<file path="src/rtl/wdog_lp_pkg.sv">
package wdog_lp_pkg;

    typedef enum logic {
        SRC_SYS = 1'b0,
        SRC_LS  = 1'b1
    } wdog_src_e;

    function automatic int unsigned clamp_ticks(int unsigned req, int unsigned lo, int unsigned hi);
        if (req < lo) return lo;
        if (req > hi) return hi;
        return req;
    endfunction

endpackage

</file>
<file path="src/rtl/wdog_lp_gate.sv">
module wdog_lp_gate
    import wdog_lp_pkg::*;
(
    input  logic stop_i,
    input  logic blank_i,
    input  logic halt_i,
    input  logic halt_freeze_en_i,
    input  logic src_sel_i,
    input  logic sys_tick_i,
    input  logic lsosc_tick_i,
    output logic tick_o,
    output logic freeze_o
);
    wdog_src_e src;

    always_comb begin
        src      = wdog_src_e'(src_sel_i);
        tick_o   = (src == SRC_LS) ? lsosc_tick_i : sys_tick_i;
        // deep sleep and its blanking tail dominate; light sleep only when allowed
        freeze_o = stop_i | blank_i | (halt_i & halt_freeze_en_i);
    end
endmodule

</file>
<file path="src/rtl/wdog_lp_resume.sv">
module wdog_lp_resume #(
    parameter int unsigned BLK_W     = 7,
    parameter int unsigned RES_TICKS = 34
) (
    input  logic clk,
    input  logic rst_n,
    input  logic stop_i,
    input  logic lsosc_tick_i,
    output logic blank_o
);
    localparam logic [BLK_W-1:0] LOAD = BLK_W'(RES_TICKS);

    typedef struct packed {
        logic             stop_seen;
        logic [BLK_W-1:0] left;
    } res_st_t;

    res_st_t st_d, st_q;
    logic    wake;

    always_comb begin
        wake    = st_q.stop_seen & ~stop_i;
        blank_o = wake | (st_q.left != '0);
        st_d           = st_q;
        st_d.stop_seen = stop_i;
        if (stop_i) begin
            st_d.left = '0;
        end else if (wake) begin
            st_d.left = LOAD;
        end else if ((st_q.left != '0) && lsosc_tick_i) begin
            st_d.left = st_q.left - 1'b1;
        end
    end

    always_ff @(posedge clk or negedge rst_n) begin
        if (!rst_n) st_q <= '0;
        else        st_q <= st_d;
    end

    // a wake-up cycle arms the blanking counter with the full delay
    p_load_on_wake_r6: assert property (@(posedge clk) disable iff (!rst_n)
        (st_q.stop_seen && !stop_i) |=> (st_q.left == LOAD));

    // the blanking counter never exceeds the clamped delay
    p_left_bound_r10: assert property (@(posedge clk) disable iff (!rst_n)
        st_q.left <= LOAD);
endmodule

</file>
<file path="src/rtl/wdog_lp_counter.sv">
module wdog_lp_counter #(
    parameter int unsigned CNT_W = 16
) (
    input  logic             clk,
    input  logic             rst_n,
    input  logic             tick_i,
    input  logic             freeze_i,
    input  logic             restart_i,
    input  logic             stop_i,
    input  logic             halt_gate_i,
    input  logic [CNT_W-1:0] limit_i,
    output logic             req_o
);
    typedef struct packed {
        logic [CNT_W-1:0] cnt;
        logic             req;
    } cnt_st_t;

    cnt_st_t st_d, st_q;

    always_comb begin
        st_d     = st_q;
        st_d.req = 1'b0;
        if (restart_i && !stop_i) begin
            st_d.cnt = '0;
        end else if (!freeze_i && tick_i) begin
            if (st_q.cnt == limit_i) begin
                st_d.cnt = '0;
                st_d.req = 1'b1;
            end else begin
                st_d.cnt = st_q.cnt + 1'b1;
            end
        end
    end

    always_ff @(posedge clk or negedge rst_n) begin
        if (!rst_n) st_q <= '0;
        else        st_q <= st_d;
    end

    assign req_o = st_q.req;

    // deep sleep keeps the count unchanged
    p_stop_hold_r5: assert property (@(posedge clk) disable iff (!rst_n)
        stop_i |=> $stable(st_q.cnt));

    // an accepted restart leaves a zero count and no request
    p_restart_clear_r4: assert property (@(posedge clk) disable iff (!rst_n)
        (restart_i && !stop_i) |=> (st_q.cnt == '0 && !st_q.req));

    // an enabled light sleep holds the count
    p_halt_hold_r7: assert property (@(posedge clk) disable iff (!rst_n)
        (halt_gate_i && !restart_i) |=> $stable(st_q.cnt));

    // a request always coincides with a wrapped count
    p_wrap_zero_r3: assert property (@(posedge clk) disable iff (!rst_n)
        st_q.req |-> (st_q.cnt == '0));
endmodule

</file>
<file path="src/rtl/wdog_lp_top.sv">
module wdog_lp_top #(
    parameter int unsigned CNT_W        = 16,
    parameter int unsigned RES_MIN      = 17,
    parameter int unsigned RES_MAX      = 67,
    parameter int unsigned RESUME_TICKS = 34
) (
    input  logic             clk,
    input  logic             rst_n,
    input  logic             sys_tick_i,
    input  logic             lsosc_tick_i,
    input  logic             src_sel_i,
    input  logic             stop_i,
    input  logic             halt_i,
    input  logic             halt_freeze_en_i,
    input  logic             restart_i,
    input  logic [CNT_W-1:0] limit_i,
    output logic             reset_req_o
);
    localparam int unsigned RES_EFF = wdog_lp_pkg::clamp_ticks(RESUME_TICKS, RES_MIN, RES_MAX);
    localparam int unsigned BLK_W   = $clog2(RES_MAX + 1);

    logic blank;
    logic tick;
    logic freeze;
    logic halt_gate;

    assign halt_gate = halt_i & halt_freeze_en_i;

    wdog_lp_resume #(
        .BLK_W     (BLK_W),
        .RES_TICKS (RES_EFF)
    ) u_resume (
        .clk          (clk),
        .rst_n        (rst_n),
        .stop_i       (stop_i),
        .lsosc_tick_i (lsosc_tick_i),
        .blank_o      (blank)
    );

    wdog_lp_gate u_gate (
        .stop_i           (stop_i),
        .blank_i          (blank),
        .halt_i           (halt_i),
        .halt_freeze_en_i (halt_freeze_en_i),
        .src_sel_i        (src_sel_i),
        .sys_tick_i       (sys_tick_i),
        .lsosc_tick_i     (lsosc_tick_i),
        .tick_o           (tick),
        .freeze_o         (freeze)
    );

    wdog_lp_counter #(
        .CNT_W (CNT_W)
    ) u_counter (
        .clk         (clk),
        .rst_n       (rst_n),
        .tick_i      (tick),
        .freeze_i    (freeze),
        .restart_i   (restart_i),
        .stop_i      (stop_i),
        .halt_gate_i (halt_gate),
        .limit_i     (limit_i),
        .req_o       (reset_req_o)
    );

    // while deep sleep is active the blanking path reports frozen
    p_stop_wins_r9: assert property (@(posedge clk) disable iff (!rst_n)
        stop_i |-> freeze);
endmodule

</file>
<file path="config.mk">
export PLATFORM = sky130hd
export DESIGN_NAME = wdog_lp_top
export DESIGN_NICKNAME = d
export VERILOG_FILES = /design/src/rtl/wdog_lp_pkg.sv /design/src/rtl/wdog_lp_gate.sv /design/src/rtl/wdog_lp_resume.sv /design/src/rtl/wdog_lp_counter.sv /design/src/rtl/wdog_lp_top.sv
export SDC_FILE = /design/constraint.sdc
export NUM_CORES = 1
export LEC_CHECK = 0
export ABC_AREA = 1
export BUFFER_PORTS_ARGS = -buffer_cell sky130_fd_sc_hd__buf_2
export CAP_MARGIN = 5
export CORE_ASPECT_RATIO = 0.6
export CORE_MARGIN = 4
export CORE_UTILIZATION = 52
export DETAILED_ROUTE_END_ITERATION = 8
export PLACE_DENSITY = 0.84
export SETUP_SLACK_MARGIN = 0.2
export SLEW_MARGIN = 10
export SYNTH_ARGS = -nofsm -noshare
export SYNTH_HDL_FRONTEND = slang
export SYNTH_SLANG_ARGS = --single-unit
</file>
<file path="constraint.sdc">
create_clock -name clk -period 1.5 [get_ports clk]
set_input_delay 0.225 -clock clk [delete_from_list [all_inputs] [get_ports clk]]
set_output_delay 0.225 -clock clk [all_outputs]
set_load 0.03 [all_outputs]
</file>
==> flow_metrics.tcl, run 1 <==
set metrics [dict create \
    status "complete, but fails checks" \
    failed_checks "setup timing" \
    diodes 0 \
    yosys_register_bits 25 \
    first_iter_violations 252 \
    path_class "register to register" \
    final.min_clock_period_ns 1.55 \
    wl_per_cell_microns 17.1 \
    die_area_sq_mm 0.00469 \
    grt_pass1_vias 1949 \
    drive_gt1_share_pct 44.6 \
    yosysSeqAreaShare_pct 33.2 \
    grt_overflow 0 \
    critPathTopFamily "simple AND/OR/NAND/NOR gates" \
    clock_skew_ns 0.00133 \
    drt-total-wl_microns 6650 \
    cp.required_ns 1.67 \
    yosys_warnings 0 \
    fp.dieW_microns 85.7 \
    numCtsBuffers 3 \
    ios 26 \
    grt_max_degree 26 \
    drv_cap 0 \
    die_h_microns 54.6 \
    drtPass1Iterations 6 \
    cp_max_fo 7 \
    antenna_found_initial 0 \
    synth_cell_types 29 \
    n_fill_cell 225 \
    coreArea_sq_mm 0.00336 \
    p_per_area_mw_per_mm2 624 \
    setup_tns_ns -0.345 \
    final_cells 390 \
    crit_buf_inv 2 \
    cts_tree "built" \
    port_buffers 25 \
    timing.fmax_mhz 646 \
    power.total_mw 1.65 \
    vias_per_cell 5.75 \
    drt.antenna.violating_nets 0 \
    tightest_slew_ns 0.592 \
    cts_buffer_depth 2 \
    dpl_cell_area_sq_mm 0.00219 \
    vias 2244 \
    syn_nets 302 \
    crit_chain "inv_1, nand2_1, nand2_1, nor2_1, nand2_1, nor2_2, nand2_2, nand2_4, buf_12, o21ai_2" \
    whs_ns 0.137 \
    grt_pass1_wl_microns 8980 \
    syn_inst 274 \
    cp_slowest_cell "dfrtp_1" \
    leakagePower_nw 1.36 \
    slowest_delay_ns 0.41 \
    finish.utilization_pct 78.6 \
    rows 16 \
    peakVddDrop_v 0.000403 \
    cts.sinks 25 \
    htree_levels 1 \
    min_path_type "primary input to register" \
    drc 0 \
    layout.nets 374 \
    slew_headroom_pct 60.6 \
    cts.clk_slew.worst_paths_ns 0.09 \
    place_inst 355 \
    arrival_ns 1.71 \
    worst_slack_ns -0.0488 \
    cp_common_cell "nand2_1" \
    rsz0062_at_grt "yes" \
    dp_hpwl_microns 3600 \
    synth.avg_cell_area_sq_um 6.88 \
    gp_congestion 0.906 \
    clock_tree.root_cell "clkbuf_8" \
    critPathLaunchType "register" \
    synth_area_sq_mm 0.00189 \
    syn_to_final_growth_pct 40.1 \
    slew_viol_final 0 \
    post-route-period-util_pct 103 \
    track_usage_pct 25.2 \
    stdcell_area_sq_mm 0.00264 \
    cp-end-kind "register" \
    insertion_delay_ns 0.27 \
    hold_viol 0 \
    initial_utilization_pct 56.1 \
    finalSetupViolCount 11 \
    dp_slack_ns -0.00168 \
]
## placed cells by master (no fill, tap or decap), drive strengths merged
| cell type | netlist | routed |
|---|---|---|
| inv | 48 | 48 |
| a21boi | 1 | 1 |
| nand4 | 7 | 7 |
| ha | 3 | 3 |
| nor2 | 26 | 26 |
| a31oi | 1 | 1 |
| xor2 | 7 | 7 |
| nand3 | 29 | 29 |
| nand2 | 95 | 95 |
| clkbuf | 0 | 4 |
| a21oi | 3 | 3 |
| dfrtp | 25 | 25 |
| xnor2 | 2 | 2 |
| buf | 4 | 70 |
| dlygate4sd3 | 0 | 1 |
| nor3 | 3 | 3 |
| o2111ai | 1 | 1 |
| o21ai | 18 | 18 |
| or2 | 1 | 1 |
## flip-flops by register name, indices dropped and copies added, names as in the netlist
| name | flops |
|---|---|
| u_counter.req_o | 1 |
| u_counter.st_q | 16 |
| u_resume.st_q | 8 |
## final cells by class
| cell class | instances | area (sq um) | share of cell area [%] |
|---|---|---|---|
| Clock buffer | 4 | 45.0 | 1.70 |
| Sequential cell | 25 | 634 | 24.0 |
| Inverter | 48 | 183 | 6.91 |
| Tap cell | 45 | 56.3 | 2.13 |
| Multi-Input combinational cell | 197 | 1210 | 45.9 |
| Timing Repair Buffer | 71 | 512 | 19.4 |
## path summary, 6_finish.rpt
path                                                start                       endpoint  slack [ns]  depth (start not counted)
setup / recovery           u_counter.st_q[14]$_DFFE_PN0P_  u_counter.st_q[7]$_DFFE_PN0P_       -0.05                         10
hold / removal                                     stop_i     u_resume.st_q[7]$_DFF_PN0_        0.14                          1
setup reg to reg           u_counter.st_q[14]$_DFFE_PN0P_  u_counter.st_q[7]$_DFFE_PN0P_       -0.05                         10
hold reg to reg              u_resume.st_q[6]$_DFFE_PN0P_   u_resume.st_q[6]$_DFFE_PN0P_        0.53                          2
max in group asynchronous                           rst_n  u_counter.st_q[3]$_DFFE_PN0P_        0.59                          2
min in group asynchronous                           rst_n   u_resume.st_q[0]$_DFFE_PN0P_        0.48                          2
## worst reg2reg max path: cells and delay by family, from the launching register on
kind / cells / cell delay (ns)
AND/OR/NAND/NOR: 7 / 0.71
flip-flops: 1 / 0.41
buffers and inverters: 2 / 0.26
AO/OA/AOI/OAI: 1 / 0.06
## power breakdown
group          switching, mW  total (mW)  internal, mW
clock                  0.224       0.415         0.191
combinational          0.290       0.514         0.223
sequential            0.0239       0.720         0.696
## kinds of logic (layout without fill, tap and decap cells)
kind of cell,Yosys count,in the layout,synth area share (%)
DFF,25,25,33.2
xor gates and xnor gates,9,9,4.18
buffers and inverters,52,123,11.0
AOI/OAI and AO/OA,24,24,8.76
adders and majority gates,3,3,1.99
and+or+nand+nor,161,161,40.9
## cell usage after synthesis
cell type | number | share of area, %
nand2_2 | 3 | 1.0
buf_1 | 1 | 0.20
a31oi_1 | 1 | 0.33
nand3_1 | 29 | 7.7
or2_2 | 1 | 0.33
nor3_1 | 3 | 0.80
o21ai_1 | 1 | 0.27
xor2_1 | 7 | 3.3
o21ai_0 | 7 | 1.9
o21ai_2 | 10 | 4.6
xnor2_1 | 2 | 0.93
ha_1 | 3 | 2.0
nor2_4 | 4 | 2.4
nand2_4 | 2 | 1.2
nand4_1 | 6 | 2.0
nor2_1 | 14 | 2.8
nor2_8 | 2 | 2.1
a21oi_1 | 3 | 0.80
inv_2 | 9 | 1.8
buf_4 | 1 | 0.40
dfrtp_1 | 25 | 33
nand4_2 | 1 | 0.66
a21boi_0 | 1 | 0.40
inv_1 | 39 | 7.8
buf_6 | 1 | 0.60
buf_2 | 1 | 0.27
nand2_1 | 90 | 18
o2111ai_1 | 1 | 0.46
nor2_2 | 6 | 2.0
## layer usage
metal	track usage [%]	wire, microns	vias to the layer above
met2	43.2	2960	166
met5	0	0	-
met1	32.2	2660	1043
li1	-	-	994
met3	5.86	714	41
met4	7.63	321	0
## repair_timing
action	4_1_cts	5_1_grt
gates resized for setup	18	39
hold buffers	1	0
gates cloned	0	0
endpoints found under the hold margin	25	0
endpoints found under the setup margin	22	24
setup buffers	21	9
pin swaps	19	14
Power figures use the tool's default switching activity.
==> run 2: changes to the inputs <==
- PLACE_DENSITY: 0.84 -> 0.8
==> run 2 against run 1 <==
Effect of this change:
- the run now ends clean
- non-clock buffer count decreased by 17
- core utilization decreased by 4.4 points
- global-route usage decreased by 3.3 points
- critical path type unchanged
- largest cell class unchanged
- largest power group unchanged
==> flow_metrics.tcl, run 2 (synthesis gave the netlist of run 1 again) <==
set metrics [dict create \
    arrival_ns 1.65 \
    ios 26 \
    grt_pass1_wl_microns 7830 \
    critPathLaunchType "register" \
    grt_pass1_vias 1686 \
    syn_to_final_growth_pct 32.2 \
    largest_reg_flops 16 \
    layout_common_cells "nand2_1, inv_1, nand3_1, buf_2, buf_4" \
    dp_hpwl_microns 3340 \
    initial_utilization_pct 56.1 \
    status "finished, final reports clean" \
    cts.clk_slew.worst_paths_ns 0.09 \
    cp_max_fo 6 \
    stdcell_area_sq_mm 0.00249 \
    rows 16 \
    hold_viol 0 \
    cp-end-kind "register" \
    multi_input_area_sq_mm 0.00120 \
    drt.antenna.violating_nets 0 \
    rsz0062_at_grt "yes" \
    met1_usage_pct 32.5 \
    post-route-period-util_pct 98.9 \
    wl_per_cell_microns 13.4 \
    slew_viol_final 0 \
    regArea_sq_um 629 \
    cp.required_ns 1.67 \
    drv_cap 0 \
    clock_tree.root_cell "clkbuf_8" \
    n_fill_cell 239 \
    clock_skew_ns 0.00271 \
    first_iter_violations 180 \
    power.share.sequential_pct 44.2 \
    p_int_mw 1.11 \
    timing.fmax_mhz 674 \
    drive_gt1_share_pct 38.4 \
    diodes 0 \
    worst_slack_ns 0.0159 \
    tightest_slew_ns 0.600 \
    grt_max_degree 26 \
    die_area_sq_mm 0.00469 \
    numCtsBuffers 3 \
    dpl_cell_area_sq_mm 0.00220 \
    finalSetupViolCount 0 \
    whs_ns 0.141 \
    switchingPower_mw 0.518 \
    slew_headroom_pct 60.0 \
    pwr-share-clk_pct 25.3 \
    antenna_found_initial 0 \
    final.min_clock_period_ns 1.48 \
    grt-busiest-layer "met2" \
    drt-total-wl_microns 4990 \
    leakagePower_nw 1.28 \
    cts_buffer_depth 2 \
    path_class "register to register" \
    drc 0 \
    grt_overflow 0 \
    gp_congestion 0.841 \
    min_path_type "primary input to register" \
    grtUsageMet2_pct 33.4 \
    top_register "u_counter.st_q" \
    peakVddDrop_v 0.000437 \
    cts.sinks 25 \
    drtPass1Iterations 5 \
    port_buffers 25 \
    layout.nets 357 \
    die_h_microns 54.6 \
    track_usage_pct 21.8 \
    finish.utilization_pct 74.1 \
    insertion_delay_ns 0.27 \
    fp.dieW_microns 85.7 \
    htree_levels 1 \
    sw_frac_of_total_pct 31.8 \
    layout_commonest_cell "nand2_1" \
    globalRouteMet3Util_pct 4.36 \
    cts_tree "built" \
    p_comb_share_pct 30.6 \
    vias_per_cell 5.15 \
    p_per_area_mw_per_mm2 652 \
    vias 1922 \
    dp_slack_ns -0.0410 \
    coreArea_sq_mm 0.00336 \
]
run 2: critical path, cell delays in order (launching register included):
cell	delay, ns
dfrtp_1	0.39
ha_2	0.21
nand2_2	0.07
nor2_4	0.12
inv_2	0.07
nor2_4	0.17
nand2_2	0.10
xor2_2	0.19
o21ai_2	0.06
run 2: power groups by stage:
stage | Clock (mW) | Sequential (mW) | Combinational (mW)
3_5_place_dp | 0 | 0.729 | 0.351
5_1_grt | 0.450 | 0.721 | 0.543
2_1_floorplan | 0 | 0.730 | 0.225
6_report | 0.411 | 0.718 | 0.497
3_3_place_gp | 0 | 0.729 | 0.345
4_1_cts | 0.415 | 0.715 | 0.387
run 2: cell type report:
class,count,share of cell area (%)
multi-input cells,197,48.0
flip-flops and latches,25,25.2
repair buffers,54,15.3
inverters,48,7.33
well taps,45,2.26
clock buffers,3,1.66
clock inverters,1,0.201
run 2: worst paths after layout:
| kind | from | to | slack [ns] | cells past startpoint |
|---|---|---|---|---|
| max | u_counter.st_q[1]$_DFFE_PN0P_ | u_counter.st_q[13]$_DFFE_PN0P_ | 0.02 | 8 |
| min | stop_i | u_resume.st_q[7]$_DFF_PN0_ | 0.14 | 1 |
| max reg2reg | u_counter.st_q[1]$_DFFE_PN0P_ | u_counter.st_q[13]$_DFFE_PN0P_ | 0.02 | 8 |
| min reg2reg | u_counter.st_q[12]$_DFFE_PN0P_ | u_counter.st_q[12]$_DFFE_PN0P_ | 0.58 | 2 |
| max in group asynchronous | rst_n | u_counter.st_q[13]$_DFFE_PN0P_ | 0.58 | 2 |
| min in group asynchronous | rst_n | u_resume.st_q[0]$_DFFE_PN0P_ | 0.49 | 2 |
run 2: metal layers:
metal	part of all wire, %	wire, microns	vias up
li1	-	-	964
met2	44	2210	64
met5	0	0	-
met1	48	2390	888
met3	6.7	334	6
met4	1.0	50	0
run 2: repair_timing:
action,in CTS,in global routing
endpoints found under the setup margin,23,24
hold buffers,1,0
pin swaps,13,12
cloned,0,0
resized for setup,12,29
setup buffers,8,6
hold endpoints to repair,25,0
run 2: through the flow:
step | setup TNS [ns] | instances | power (mW)
2_1_floorplan | 0 | 274 | 0.955
3_3_place_gp | 0 | 354 | 1.07
3_5_place_dp | -0.0410 | 354 | 1.08
4_1_cts | 0 | 367 | 1.52
5_1_grt | -0.784 | 373 | 1.71
6_report | 0 | 373 | 1.63
==> run 3: changes to the inputs <==
- SETUP_SLACK_MARGIN: 0.2 -> 0.05
- clock period: 1.5 -> 1.3 ns (I/O delays scaled with it)
==> run 3 against run 2 <==
Effect of this change:
- the run now ends with setup timing left
- highest routed layer unchanged
- design area increased by 12%
- final cell count increased by 8.3%
- critical path type unchanged
- die area unchanged
==> flow_metrics.tcl, run 3 (synthesis gave the netlist of run 1 again) <==
set metrics [dict create \
    initial_utilization_pct 56.1 \
    rsz0062_at_grt "yes" \
    status "complete, but fails checks" \
    cp-end-kind "register" \
    htree_levels 1 \
    switchingPower_mw 0.652 \
    port_buffers 25 \
    cp.required_ns 1.47 \
    layout.nets 388 \
    layout_commonest_cell "nand2_1" \
    layout_common_cells "nand2_1, buf_4, inv_1, buf_2, dfrtp_1" \
    cts.sinks 25 \
    drc 0 \
    power.share.sequential_pct 42.3 \
    dp_hpwl_microns 4100 \
    p_comb_share_pct 32.6 \
    finalSetupViolCount 22 \
    peakVddDrop_v 0.000449 \
    power.total_mw 1.96 \
    hold_depth 2 \
    fp.dieW_microns 85.7 \
    final.min_clock_period_ns 1.58 \
    drv_cap 0 \
    gp_congestion 0.871 \
    dpl_cell_area_sq_mm 0.00243 \
    arrival_ns 1.75 \
    numCtsBuffers 3 \
    cts_buffer_depth 2 \
    tightest_slew_ns 0.617 \
    ios 26 \
    slew_headroom_pct 58.9 \
    clock_skew_ns 0.0121 \
    rr_worst_depth 10 \
    min_path_type "primary input to register" \
    dp_slack_ns -0.230 \
    stdcell_area_sq_mm 0.00279 \
    timing.fmax_mhz 634 \
    antenna_found_initial 0 \
    post-route-period-util_pct 121 \
    diodes 0 \
    die_area_sq_mm 0.00469 \
    n_fill_cell 187 \
    grt_overflow 0 \
    reg2reg_to "u_counter.st_q[13]$_DFFE_PN0P_" \
    worst_slack_ns -0.277 \
    clock_tree.root_cell "clkbuf_8" \
    p_per_area_mw_per_mm2 702 \
    p_int_mw 1.31 \
    grt_pass1_wl_microns 9560 \
    cts_tree "built" \
    cp_max_fo 7 \
    coreArea_sq_mm 0.00336 \
    regArea_sq_um 629 \
    slew_viol_final 0 \
    path_class "register to register" \
    r2r-start "u_counter.st_q[8]$_DFFE_PN0P_" \
    insertion_delay_ns 0.29 \
    rrSetupSlack_ns -0.28 \
    worstSetupStartpoint "u_counter.st_q[8]$_DFFE_PN0P_" \
    drive_gt1_share_pct 49.0 \
    track_usage_pct 27.4 \
    drtPass1Iterations 5 \
    failed_checks "setup timing" \
    hold_viol 0 \
    place_inst 387 \
    leakagePower_nw 1.43 \
    critPathLaunchType "register" \
    die_h_microns 54.6 \
    final_cells 404 \
    syn_to_final_growth_pct 48.0 \
    drt-total-wl_microns 6560 \
    grt_pass1_vias 2117 \
    top_register "u_counter.st_q" \
    pwr-share-clk_pct 25.1 \
    multi_input_area_sq_mm 0.00126 \
    rows 16 \
    holdPathEnd "u_resume.st_q[7]$_DFF_PN0_" \
    wl_per_cell_microns 16.2 \
    vias_per_cell 5.56 \
    cts.clk_slew.worst_paths_ns 0.10 \
    vias 2246 \
    largest_reg_flops 16 \
    min-delay-start "stop_i" \
    grt_max_degree 26 \
    first_iter_violations 437 \
    sw_frac_of_total_pct 33.3 \
    whs_ns 0.213 \
    drt.antenna.violating_nets 0 \
]
==> run 3: cell types whose count changed in the layout (fill, tap and decap cells not counted), moves of 3 or more <==
cell | before | now
nor2_1 | 13 | 10
nand2_1 | 82 | 75
buf_6 | 3 | 7
nor2_2 | 4 | 7
o21ai_1 | 3 | 0
nand3_1 | 25 | 21
nand3_2 | 4 | 8
nand2_2 | 8 | 15
buf_4 | 23 | 51
==> run 3: worst max path at each step <==
stage                                     end  slack (ns)  cells past startpoint
6_report       u_counter.st_q[13]$_DFFE_PN0P_       -0.28                     10
5_1_grt        u_counter.st_q[10]$_DFFE_PN0P_       -0.32                     10
4_1_cts        u_counter.st_q[13]$_DFFE_PN0P_       -0.17                      8
3_5_place_dp   u_counter.st_q[10]$_DFFE_PN0P_       -0.23                      9
3_3_place_gp   u_counter.st_q[10]$_DFFE_PN0P_       -0.13                     10
2_1_floorplan  u_counter.st_q[13]$_DFFE_PN0P_       -0.09                      8
==> run 3: per-layer routing <==
layer  GRT usage (%)  routed length [microns]  up-vias
li1                -                        -     1024
met1            33.9                     2690     1026
met2            46.3                     2940      156
met3            6.32                      687       40
met4            13.2                      232        0
met5               0                        0        -
==> run 3: repair_timing <==
action,in CTS,in global routing
pin swaps,22,27
buffers inserted,9,3
endpoints found under the hold margin,25,0
gates resized for setup,35,30
hold buffers,1,0
setup endpoints to repair,24,24
==> run 3: critical path, stage by stage, from the launching register on <==
cell,delay (ns)
dfrtp_1,0.47
inv_1,0.08
nand2_1,0.07
nand2_1,0.06
nor2_1,0.14
nand2_1,0.09
nor2_2,0.13
nand2_2,0.09
nand2_4,0.12
buf_12,0.14
o21ai_2,0.06
==> run 3: area by class of cell <==
cell class,instances,share of cell area (%)
multi-input combinational,197,45.2
sequential,25,22.5
timing repair buffer,85,22.1
tap,45,2.02
clock buffer,4,1.61
inverter,48,6.54
==> run 3: power by group through the flow <==
stage	Sequential, mW	Combinational [mW]	Clock (mW)
after floorplan	0.842	0.261	0
after global placement	0.838	0.437	0
after detailed placement	0.840	0.454	0
after CTS	0.827	0.551	0.488
after global routing	0.831	0.679	0.535
final	0.829	0.639	0.492
==> run 3: stage by stage <==
| step | utilization, % | TNS [ns] |
|---|---|---|
| after floorplan | - | -0.675 |
| final | 83.0 | -4.22 |
| after global routing | 83.0 | -5.58 |
| after CTS | 79.3 | -2.05 |
| after global placement | 72.4 | -1.84 |
| after detailed placement | 72.4 | -3.82 |
